===== src/rtl/pwm_chan_pkg.sv =====
package pwm_chan_pkg;
  localparam int REG_AW = 2;

  typedef enum logic [REG_AW-1:0] {
    ADDR_CTRL = 2'd0,
    ADDR_PER  = 2'd1,
    ADDR_DTY  = 2'd2,
    ADDR_CNT  = 2'd3
  } reg_addr_e;

  // packed so that bit0 = enable, bit1 = polarity, bit2 = center mode
  typedef struct packed {
    logic center;
    logic pol;
    logic en;
  } ctrl_t;

  localparam int CTRL_W = $bits(ctrl_t);
endpackage


===== src/rtl/pwm_regs.sv =====
module pwm_regs
  import pwm_chan_pkg::*;
#(
  parameter int CW = 8
) (
  input  logic              clk,
  input  logic              rst,
  input  logic              we,
  input  logic [REG_AW-1:0] addr,
  input  logic [CW-1:0]     wdata,
  input  logic [CW-1:0]     cnt,
  output logic [CW-1:0]     rdata,
  output ctrl_t             ctrl,
  output logic [CW-1:0]     per_buf,
  output logic [CW-1:0]     dty_buf,
  output logic              cnt_wr,
  output logic              en_rise
);
  localparam logic [CW-1:0] BUF_RST = {CW{1'b1}};

  logic wr_ctrl, wr_per, wr_dty;

  always_comb begin
    wr_ctrl = we && (addr == ADDR_CTRL);
    wr_per  = we && (addr == ADDR_PER);
    wr_dty  = we && (addr == ADDR_DTY);
    cnt_wr  = we && (addr == ADDR_CNT);
    en_rise = wr_ctrl && wdata[0] && !ctrl.en;
  end

  always_ff @(posedge clk) begin
    if (rst) begin
      ctrl    <= '0;
      per_buf <= BUF_RST;
      dty_buf <= BUF_RST;
    end else begin
      if (wr_ctrl) ctrl    <= ctrl_t'(wdata[CTRL_W-1:0]);
      if (wr_per)  per_buf <= wdata;
      if (wr_dty)  dty_buf <= wdata;
    end
  end

  // registered readback, one cycle after the address
  always_ff @(posedge clk) begin
    if (rst) begin
      rdata <= '0;
    end else begin
      case (addr)
        ADDR_CTRL: rdata <= {{(CW-CTRL_W){1'b0}}, ctrl};
        ADDR_PER:  rdata <= per_buf;
        ADDR_DTY:  rdata <= dty_buf;
        default:   rdata <= cnt;
      endcase
    end
  end
endmodule


===== src/rtl/pwm_counter.sv =====
module pwm_counter #(
  parameter int CW = 8
) (
  input  logic          clk,
  input  logic          rst,
  input  logic          en,
  input  logic          center,
  input  logic          tick,
  input  logic          clr,
  input  logic          force_load,
  input  logic [CW-1:0] per_buf,
  input  logic [CW-1:0] dty_buf,
  output logic [CW-1:0] cnt,
  output logic          dn,
  output logic [CW-1:0] per_act,
  output logic [CW-1:0] dty_act,
  output logic          reload
);
  localparam logic [CW-1:0] ACT_RST = {CW{1'b1}};
  localparam logic [CW:0]   ONE_W   = {{CW{1'b0}}, 1'b1};

  logic [CW:0]   cnt_inc;
  logic          at_top;
  logic [CW-1:0] cnt_n;
  logic          dn_n;

  assign cnt_inc = {1'b0, cnt} + ONE_W;
  assign at_top  = cnt_inc >= {1'b0, per_act};

  always_comb begin
    cnt_n  = cnt;
    dn_n   = dn;
    reload = 1'b0;
    if (clr) begin
      cnt_n  = '0;
      dn_n   = 1'b0;
      reload = force_load;
    end else if (en && tick) begin
      if (per_act == '0) begin
        cnt_n  = '0;
        dn_n   = 1'b0;
        reload = 1'b1;
      end else if (!center) begin
        dn_n = 1'b0;
        if (at_top) begin
          cnt_n  = '0;
          reload = 1'b1;
        end else begin
          cnt_n = cnt_inc[CW-1:0];
        end
      end else if (!dn) begin
        cnt_n = cnt_inc[CW-1:0];
        if (at_top) dn_n = 1'b1;
      end else begin
        if (cnt <= {{(CW-1){1'b0}}, 1'b1}) begin
          cnt_n  = '0;
          dn_n   = 1'b0;
          reload = 1'b1;
        end else begin
          cnt_n = cnt - 1'b1;
        end
      end
    end
  end

  always_ff @(posedge clk) begin
    if (rst) begin
      cnt     <= '0;
      dn      <= 1'b0;
      per_act <= ACT_RST;
      dty_act <= ACT_RST;
    end else begin
      cnt <= cnt_n;
      dn  <= dn_n;
      if (reload) begin
        per_act <= per_buf;
        dty_act <= dty_buf;
      end
    end
  end
endmodule


===== src/rtl/pwm_outcmp.sv =====
module pwm_outcmp #(
  parameter int CW = 8
) (
  input  logic          clk,
  input  logic          rst,
  input  logic          en,
  input  logic          pol,
  input  logic          cnt_wr,
  input  logic          dn,
  input  logic [CW-1:0] cnt,
  input  logic [CW-1:0] per_act,
  input  logic [CW-1:0] dty_act,
  output logic          pwm_out
);
  logic below;
  logic active;

  // falling half counts the duty value itself so both halves hold D states
  assign below  = dn ? (cnt <= dty_act) : (cnt < dty_act);
  assign active = (dty_act != '0) && ((dty_act >= per_act) || below);

  always_ff @(posedge clk) begin
    if (rst) begin
      pwm_out <= 1'b1;  // idle level of polarity 0
    end else if (!en) begin
      pwm_out <= !pol;
    end else if (cnt_wr) begin
      pwm_out <= pol;
    end else begin
      pwm_out <= active ~^ pol;
    end
  end
endmodule


===== src/rtl/pwm_chan_timer.sv =====
module pwm_chan_timer
  import pwm_chan_pkg::*;
#(
  parameter int CW = 8
) (
  input  logic              clk,
  input  logic              rst,
  input  logic              reg_we,
  input  logic [REG_AW-1:0] reg_addr,
  input  logic [CW-1:0]     reg_wdata,
  output logic [CW-1:0]     reg_rdata,
  input  logic              tick,
  output logic              pwm_out
);
  ctrl_t         ctrl_q;
  logic          en_q, pol_q, center_q;
  logic [CW-1:0] per_buf, dty_buf, per_act, dty_act, cnt;
  logic          cnt_wr, en_rise, ctr_clr, dn, reload;

  assign en_q     = ctrl_q.en;
  assign pol_q    = ctrl_q.pol;
  assign center_q = ctrl_q.center;
  assign ctr_clr  = cnt_wr || en_rise;

  pwm_regs #(.CW(CW)) regs_i (
    .clk(clk), .rst(rst), .we(reg_we), .addr(reg_addr), .wdata(reg_wdata),
    .cnt(cnt), .rdata(reg_rdata), .ctrl(ctrl_q), .per_buf(per_buf),
    .dty_buf(dty_buf), .cnt_wr(cnt_wr), .en_rise(en_rise)
  );

  pwm_counter #(.CW(CW)) ctr_i (
    .clk(clk), .rst(rst), .en(en_q), .center(center_q), .tick(tick),
    .clr(ctr_clr), .force_load(en_rise), .per_buf(per_buf), .dty_buf(dty_buf),
    .cnt(cnt), .dn(dn), .per_act(per_act), .dty_act(dty_act), .reload(reload)
  );

  pwm_outcmp #(.CW(CW)) cmp_i (
    .clk(clk), .rst(rst), .en(en_q), .pol(pol_q), .cnt_wr(cnt_wr), .dn(dn),
    .cnt(cnt), .per_act(per_act), .dty_act(dty_act), .pwm_out(pwm_out)
  );
endmodule


===== config.mk =====
export PLATFORM = sky130hd
export DESIGN_NAME = pwm_chan_timer
export DESIGN_NICKNAME = d
export VERILOG_FILES = /design/src/rtl/pwm_chan_pkg.sv /design/src/rtl/pwm_regs.sv /design/src/rtl/pwm_counter.sv /design/src/rtl/pwm_outcmp.sv /design/src/rtl/pwm_chan_timer.sv
export SDC_FILE = /design/constraint.sdc
export NUM_CORES = 1
export LEC_CHECK = 0
export BUFFER_PORTS_ARGS = -buffer_cell sky130_fd_sc_hd__buf_2
export CORE_ASPECT_RATIO = 1.5
export CORE_MARGIN = 4
export CORE_UTILIZATION = 56
export CTS_CLUSTER_DIAMETER = 40
export DETAILED_ROUTE_END_ITERATION = 12
export HOLD_SLACK_MARGIN = 0.02
export PLACE_DENSITY = 0.75
export SKIP_CTS_REPAIR_TIMING = 1
export SYNTH_ARGS = -nofsm -noshare
export SYNTH_HDL_FRONTEND = slang
export SYNTH_HIERARCHICAL = 1
export SYNTH_SLANG_ARGS = --single-unit

===== constraint.sdc =====
create_clock -name clk -period 4.1 [get_ports clk]
set_input_delay 0.41 -clock clk [delete_from_list [all_inputs] [get_ports clk]]
set_output_delay 0.41 -clock clk [all_outputs]
set_load 0.02 [all_outputs]

After elaboration in Yosys (flattened, before gate mapping)
Cells that the tools add are included.
{"block": "classes", "addsub": 2, "magnitude_cmp": 5, "n_eq_ne": 3, "muxes": 20, "n_bitwise": 1, "n_reduce_logical": 16}
{"operator": "8-bit two-way mux", "count": 5}
{"operator": "8-bit case mux with 3 select lines", "count": 1}
{"operator": "1-bit two-way mux", "count": 14}
{"operator": "8-bit by 1-bit adder with 9-bit output (second input constant)", "count": 1}
{"operator": "9-bit by 8-bit greater-or-equal comparator with 1-bit output", "count": 1}
{"operator": "8-bit greater-or-equal comparator", "count": 1}
{"operator": "8-bit by 1-bit <= comparator with 1-bit output (second input constant)", "count": 1}
{"operator": "8-bit <= comparator", "count": 1}
{"operator": "1-bit logical AND", "count": 8}
{"operator": "8-bit zero test", "count": 1}
{"operator": "8-bit less-than comparator", "count": 1}
{"operator": "8-bit nonzero test", "count": 1}
{"operator": "8-bit by 1-bit subtractor with 8-bit output (second input constant)", "count": 1}
{"operator": "2-bit equality test (second input constant)", "count": 2}
{"operator": "2-bit by 1-bit equality test with 1-bit output (second input constant)", "count": 1}
{"operator": "1-bit zero test", "count": 2}
{"operator": "2-bit zero test", "count": 1}
{"operator": "1-bit logical OR", "count": 2}
{"operator": "2-bit OR reduction", "count": 1}
{"operator": "1-bit bitwise XNOR", "count": 1}
{"block": "word_totals", "regBits": 53, "out_inout_bits": 9}

Logic depth before layout (Yosys ltp)
{"block": "logic_depth", "ltp_word": 7, "mapped_depth": 13, "depth_no_buf": 10}

Cells and area by module
The synthesis kept the hierarchy.
{"mod": "pwm_counter", "instances": 1, "cells_per_inst": 206, "area_each_um2": 1720.4, "seq_area_each_um2": 500.5}
{"mod": "pwm_regs", "instances": 1, "cells_per_inst": 117, "area_each_um2": 1184.9, "seq_area_each_um2": 540.5}
{"mod": "pwm_outcmp", "instances": 1, "cells_per_inst": 64, "area_each_um2": 493.0, "seq_area_each_um2": 20.0}
{"mod": "pwm_chan_timer", "instances": 1, "cells_per_inst": 1, "area_each_um2": 6.3, "seq_area_each_um2": 0.0}

Least setup slack after synthesis
No wires, ideal clock.
{"block": "synth_path", "path_kind": "register to register", "from": "reg ctr_i.cnt[4]", "to": "reg ctr_i.cnt[6]", "arrival_ns": 3.021, "required_time_ns": 4.038, "path_slack_ns": 1.017, "stages_incl_launch_ff": 12, "path_buffers": 1, "period_less_slack_ns": 3.083, "cell_sequence": "dfxtp_1 > clkbuf_2 > and3_1 > nand3_1 > nor2_1 > xor2_1 > ha_1 > and3_1 > a221oi_1 > o221ai_2 > nor4_1 > a32o_1"}
{"block": "synth_via", "elab_chain_cells": 5}
{"item": "start, declared", "line_no": "pwm_counter.sv:13", "rtl": "output logic [CW-1:0] cnt,"}
{"item": "start signal, assigned", "line_no": "pwm_counter.sv:73", "rtl": "cnt <= cnt_n;"}
{"item": "8-bit by 1-bit adder with 9-bit output, or another cell as far along", "line_no": "pwm_counter.sv:27", "rtl": "assign cnt_inc = {1'b0, cnt} + ONE_W;"}
{"item": "9-bit by 8-bit greater-or-equal comparator with 1-bit output / 8-bit two-way mux (equally long branches)", "line_no": "pwm_counter.sv:28, pwm_counter.sv:55"}
{"item": "8-bit two-way mux (on tied branches)", "line_no": "pwm_counter.sv:45, pwm_counter.sv:51"}
{"item": "8-bit two-way mux *", "line_no": "pwm_counter.sv:43", "rtl": "end else if (!center) begin"}
{"item": "8-bit two-way mux *", "line_no": "pwm_counter.sv:39", "rtl": "if (per_act == '0) begin"}
Mark *: on every way between the ends. The rest lies on a longest branch, timed or not.
A chain may end at the register's enable or synchronous reset.

Worst setup path in the final report
{"block": "layout_path", "from": "reg ctr_i.cnt[2]", "to": "reg ctr_i.dty_act[2]"}
{"block": "layout_via", "elab_chain_cells": 7}
{"item": "8-bit by 1-bit adder with 9-bit output / 8-bit by 1-bit <= comparator with 1-bit output (equally long branches)", "line_no": "pwm_counter.sv:27, pwm_counter.sv:55"}
{"item": "9-bit by 8-bit greater-or-equal comparator with 1-bit output / 1-bit two-way mux (equally long branches)", "line_no": "pwm_counter.sv:28, pwm_counter.sv:55"}
{"item": "1-bit two-way mux (on tied branches)", "line_no": "pwm_counter.sv:45, pwm_counter.sv:51"}
{"item": "1-bit two-way mux *", "line_no": "pwm_counter.sv:43"}
{"item": "1-bit two-way mux *", "line_no": "pwm_counter.sv:39"}
{"item": "1-bit two-way mux *", "line_no": "pwm_counter.sv:38", "rtl": "end else if (en && tick) begin"}
{"item": "1-bit two-way mux *", "line_no": "pwm_counter.sv:34", "rtl": "if (clr) begin"}
{"item": "via reload", "line_no": "pwm_chan_timer.sv:18", "rtl": "logic cnt_wr, en_rise, ctr_clr, dn, reload;"}
{"item": "end signal, assigned", "line_no": "pwm_counter.sv:77", "rtl": "dty_act <= dty_buf;"}
{"item": "end, declared", "line_no": "pwm_counter.sv:16", "rtl": "output logic [CW-1:0] dty_act,"}
The timed path passes the listed nets; every way through them passes the cells marked *.

==> flow_summary.json <==
{
  "status": "finished clean",
  "yosysTopAreaCellShare": 0.3117,
  "cp-end-kind": "flop",
  "slew_violations": 0,
  "area_growth_pct": 6.138,
  "first_pass_iters": 4,
  "cts.htree.levels": 2,
  "fmax_ghz": 0.3095,
  "antenna_found_initial": 0,
  "synth.yosys.warnings": 6,
  "gr-total-overflow": 0,
  "hold_path.startpoint": "reg_wdata[6]",
  "crit_buf_inv": 0,
  "routed.top_layer": "met4",
  "final_antenna_net_count": 0,
  "worstMarginPinSlew_ps": 685.0,
  "die_h_um": 103.5,
  "drive_gt1_frac": 0.1122,
  "syn_avg_cell_area_um2": 8.775,
  "core-area_um2": 5871,
  "synth_most_common_cell": "dfxtp_1",
  "crit_top_cell": "and3_1",
  "ys.flop_type": "dfxtp_1",
  "power_mw": 0.9938,
  "grt_pass1_wl_um": 12950,
  "clk_latency_ps": 310,
  "crit_chain": "and3_1, nand3_1, nor2_1, xor2_1, ha_1, and3_1, a221oi_1, o221ai_2, o21a_1, o211ai_1",
  "grt_setup_unrepaired": "no",
  "io_pins": 23,
  "antennaDiodeCount": 0,
  "hold_class": "input port to flop",
  "rows": 34,
  "synth_edf_count": 0,
  "period_minus_slack_ps": 3231,
  "power_density_nw_per_um2": 275.0,
  "gp_congestion": 0.9852,
  "cpLargestDelayFamily": "compound AO/OA/AOI/OAI gates",
  "power_leakage_nw": 1.877,
  "drt_iter0_drc": 132,
  "portBuffers": 22,
  "place_hpwl_um": 6144,
  "synth_cells": 388,
  "synthArstFlopShare": 0,
  "holdPathEnd": "regs_i/dty_buf[6]",
  "fin_area_um2": 3613,
  "wl_met1_um": 3380,
  "yosysTopAreaCell": "dfxtp_1",
  "vdd_drop_max_mv": 0.2662,
  "die_area_um2": 7417,
  "grt_max_degree": 43,
  "met3_length_um": 267,
  "max_slew_margin": 0.5433,
  "setup_tns_ps": 0,
  "path_max_fanout": 16,
  "critPathRequiredTime_ps": 4320,
  "seq_area_frac_synth": 0.3117,
  "regToRegSetupSlack_ps": 870,
  "drc": 0,
  "reg2regPathDepth": 10,
  "ys_types": 57,
  "clkSinkCount": 53,
  "viasPerCell": 5.985,
  "final.setup_skew_ps": 7.482,
  "numCtsBuffers": 5,
  "slowest_delay_ps": 660,
  "grt_pass1_vias": 2691,
  "cap_viol_max_count": 0,
  "startpoint_type": "flop",
  "worst_path_max_delay_cell": "dfxtp_1",
  "die_w_um": 71.67,
  "crit_cells": 10,
  "nNetsFinal": 441,
  "reg2reg_to": "ctr_i/dty_act[2]",
  "timing_worst_setup_path_type": "flop to flop",
  "wl_per_cell_um": 16.95,
  "root_buffer": "clkbuf_8",
  "start_util": 0.5799,
  "cts_tree": "built",
  "clk_path_buf_depth": 2,
  "hold_viol_final": 0,
  "syn_nets": 429,
  "reg2reg_from": "ctr_i/cnt[2]",
  "whs_ps": 355.4,
  "clk_pin_slew_worst_paths_ps": 100,
  "syn-cell-area_um2": 3405,
  "postPlaceCellArea_um2": 3497,
  "ys_seq_elements": 53,
  "ys_top_cells_by_count": "53 x dfxtp_1, 43 x inv_1, 38 x nor2_1",
  "routed-wl-met2_um": 4103,
  "setup_viol": 0,
  "drt_wl_total_um": 8015,
  "synthTopCellsByArea": "dfxtp_1 31%, ha_1 9.9%, mux2i_1 8.8%",
  "grtUsageTotal": 0.2259,
  "min_path_cells": 3,
  "worstPathArrival_ps": 3460,
  "fin_crit_sh": 0.7882,
  "vias": 2831
}
-- worst max path at each step --
stage | startpoint | end | slack (ps)
after detailed placement | ctr_i/cnt[3] | ctr_i/dty_act[7] | 920
after CTS | ctr_i/cnt[3] | ctr_i/dty_act[7] | 890
final | ctr_i/cnt[2] | ctr_i/dty_act[2] | 870
after floorplan | ctr_i/cnt[4] | ctr_i/cnt[6] | 1020
after global routing | ctr_i/cnt[3] | ctr_i/dty_act[7] | 580
after global placement | ctr_i/cnt[3] | ctr_i/per_act[4] | 1040
-- metrics by stage --
stage	instances	setup slack, ps	utilization
6_report	473	868.6	0.6155
5_1_grt	473	582.6	0.6155
4_1_cts	473	888.6	0.6155
3_5_place_dp	465	918.6	0.5957
3_3_place_gp	465	1041	0.5957
2_1_floorplan	388	1017	-
-- report_power, final --
group	internal [mW]	switching (mW)	leakage, nW
clock	0.187	0.185	0.0591
sequential	0.528	0.00903	0.432
combinational	0.0340	0.0514	1.39
total	0.749	0.245	1.88
-- cell families after synthesis --
family	Yosys count	share of synthesized area
flip-flops	53	0.3117
AO/OA/AOI/OAI	92	0.2124
adder cells (fa/ha/maj)	27	0.09923
AND/OR/NAND/NOR	109	0.1683
XOR/XNOR	10	0.02572
multiplexers	30	0.08820
buffers and inverters	67	0.09445
-- cell usage in the layout, fill, tap and decap left out, types with 3 or more instances in the layout --
cell type  count
a211oi_1       3
a21o_1         4
a21oi_1        4
a221oi_1       5
a22o_1         4
and2_1         3
and3_1         5
buf_2         22
buf_4          7
clkbuf_8       5
dfxtp_1       53
ha_1          27
inv_1         43
mux2i_1       30
nand2_1       14
nand2b_1       9
nand3_1       10
nand3b_1       4
nand4_1        3
nor2_1        38
nor3_1         5
nor4_1         6
o211ai_1      32
o21ai_0       10
o22ai_1        3
o32ai_1        5
or3_1          3
xnor2_1        6
xor2_1         4
-- state kept, by name, indices dropped and copies added (netlist names) --
name / flops
cmp_i/pwm_out: 1
ctr_i/cnt: 8
regs_i/dty_buf: 8
regs_i/rdata: 8
regs_i/ctrl: 3
ctr_i/per_act: 8
regs_i/per_buf: 8
ctr_i/dn: 1
ctr_i/dty_act: 8
-- layout make-up --
cell class	count	area, um2
clock buffer	5	68.82
clock inverter	3	47.55
fill	523	2257
inverter	43	161.4
multi-input combinational	268	2022
sequential	53	1061
tap	72	90.09
timing repair buffer	29	162.7
-- layer usage --
layer	GRT usage	up-vias
met3	0.03095	16
met1	0.2546	1335
li1	-	1421
met4	0.1042	0
met5	0	-
met2	0.4171	59
-- worst min-delay path, delay by kind of cell --
family,cells,cell delay [ps]
mux,1,100
buf+inv,1,80
simple gates,1,40
Note: power is estimated with default switching activity, not from simulation.
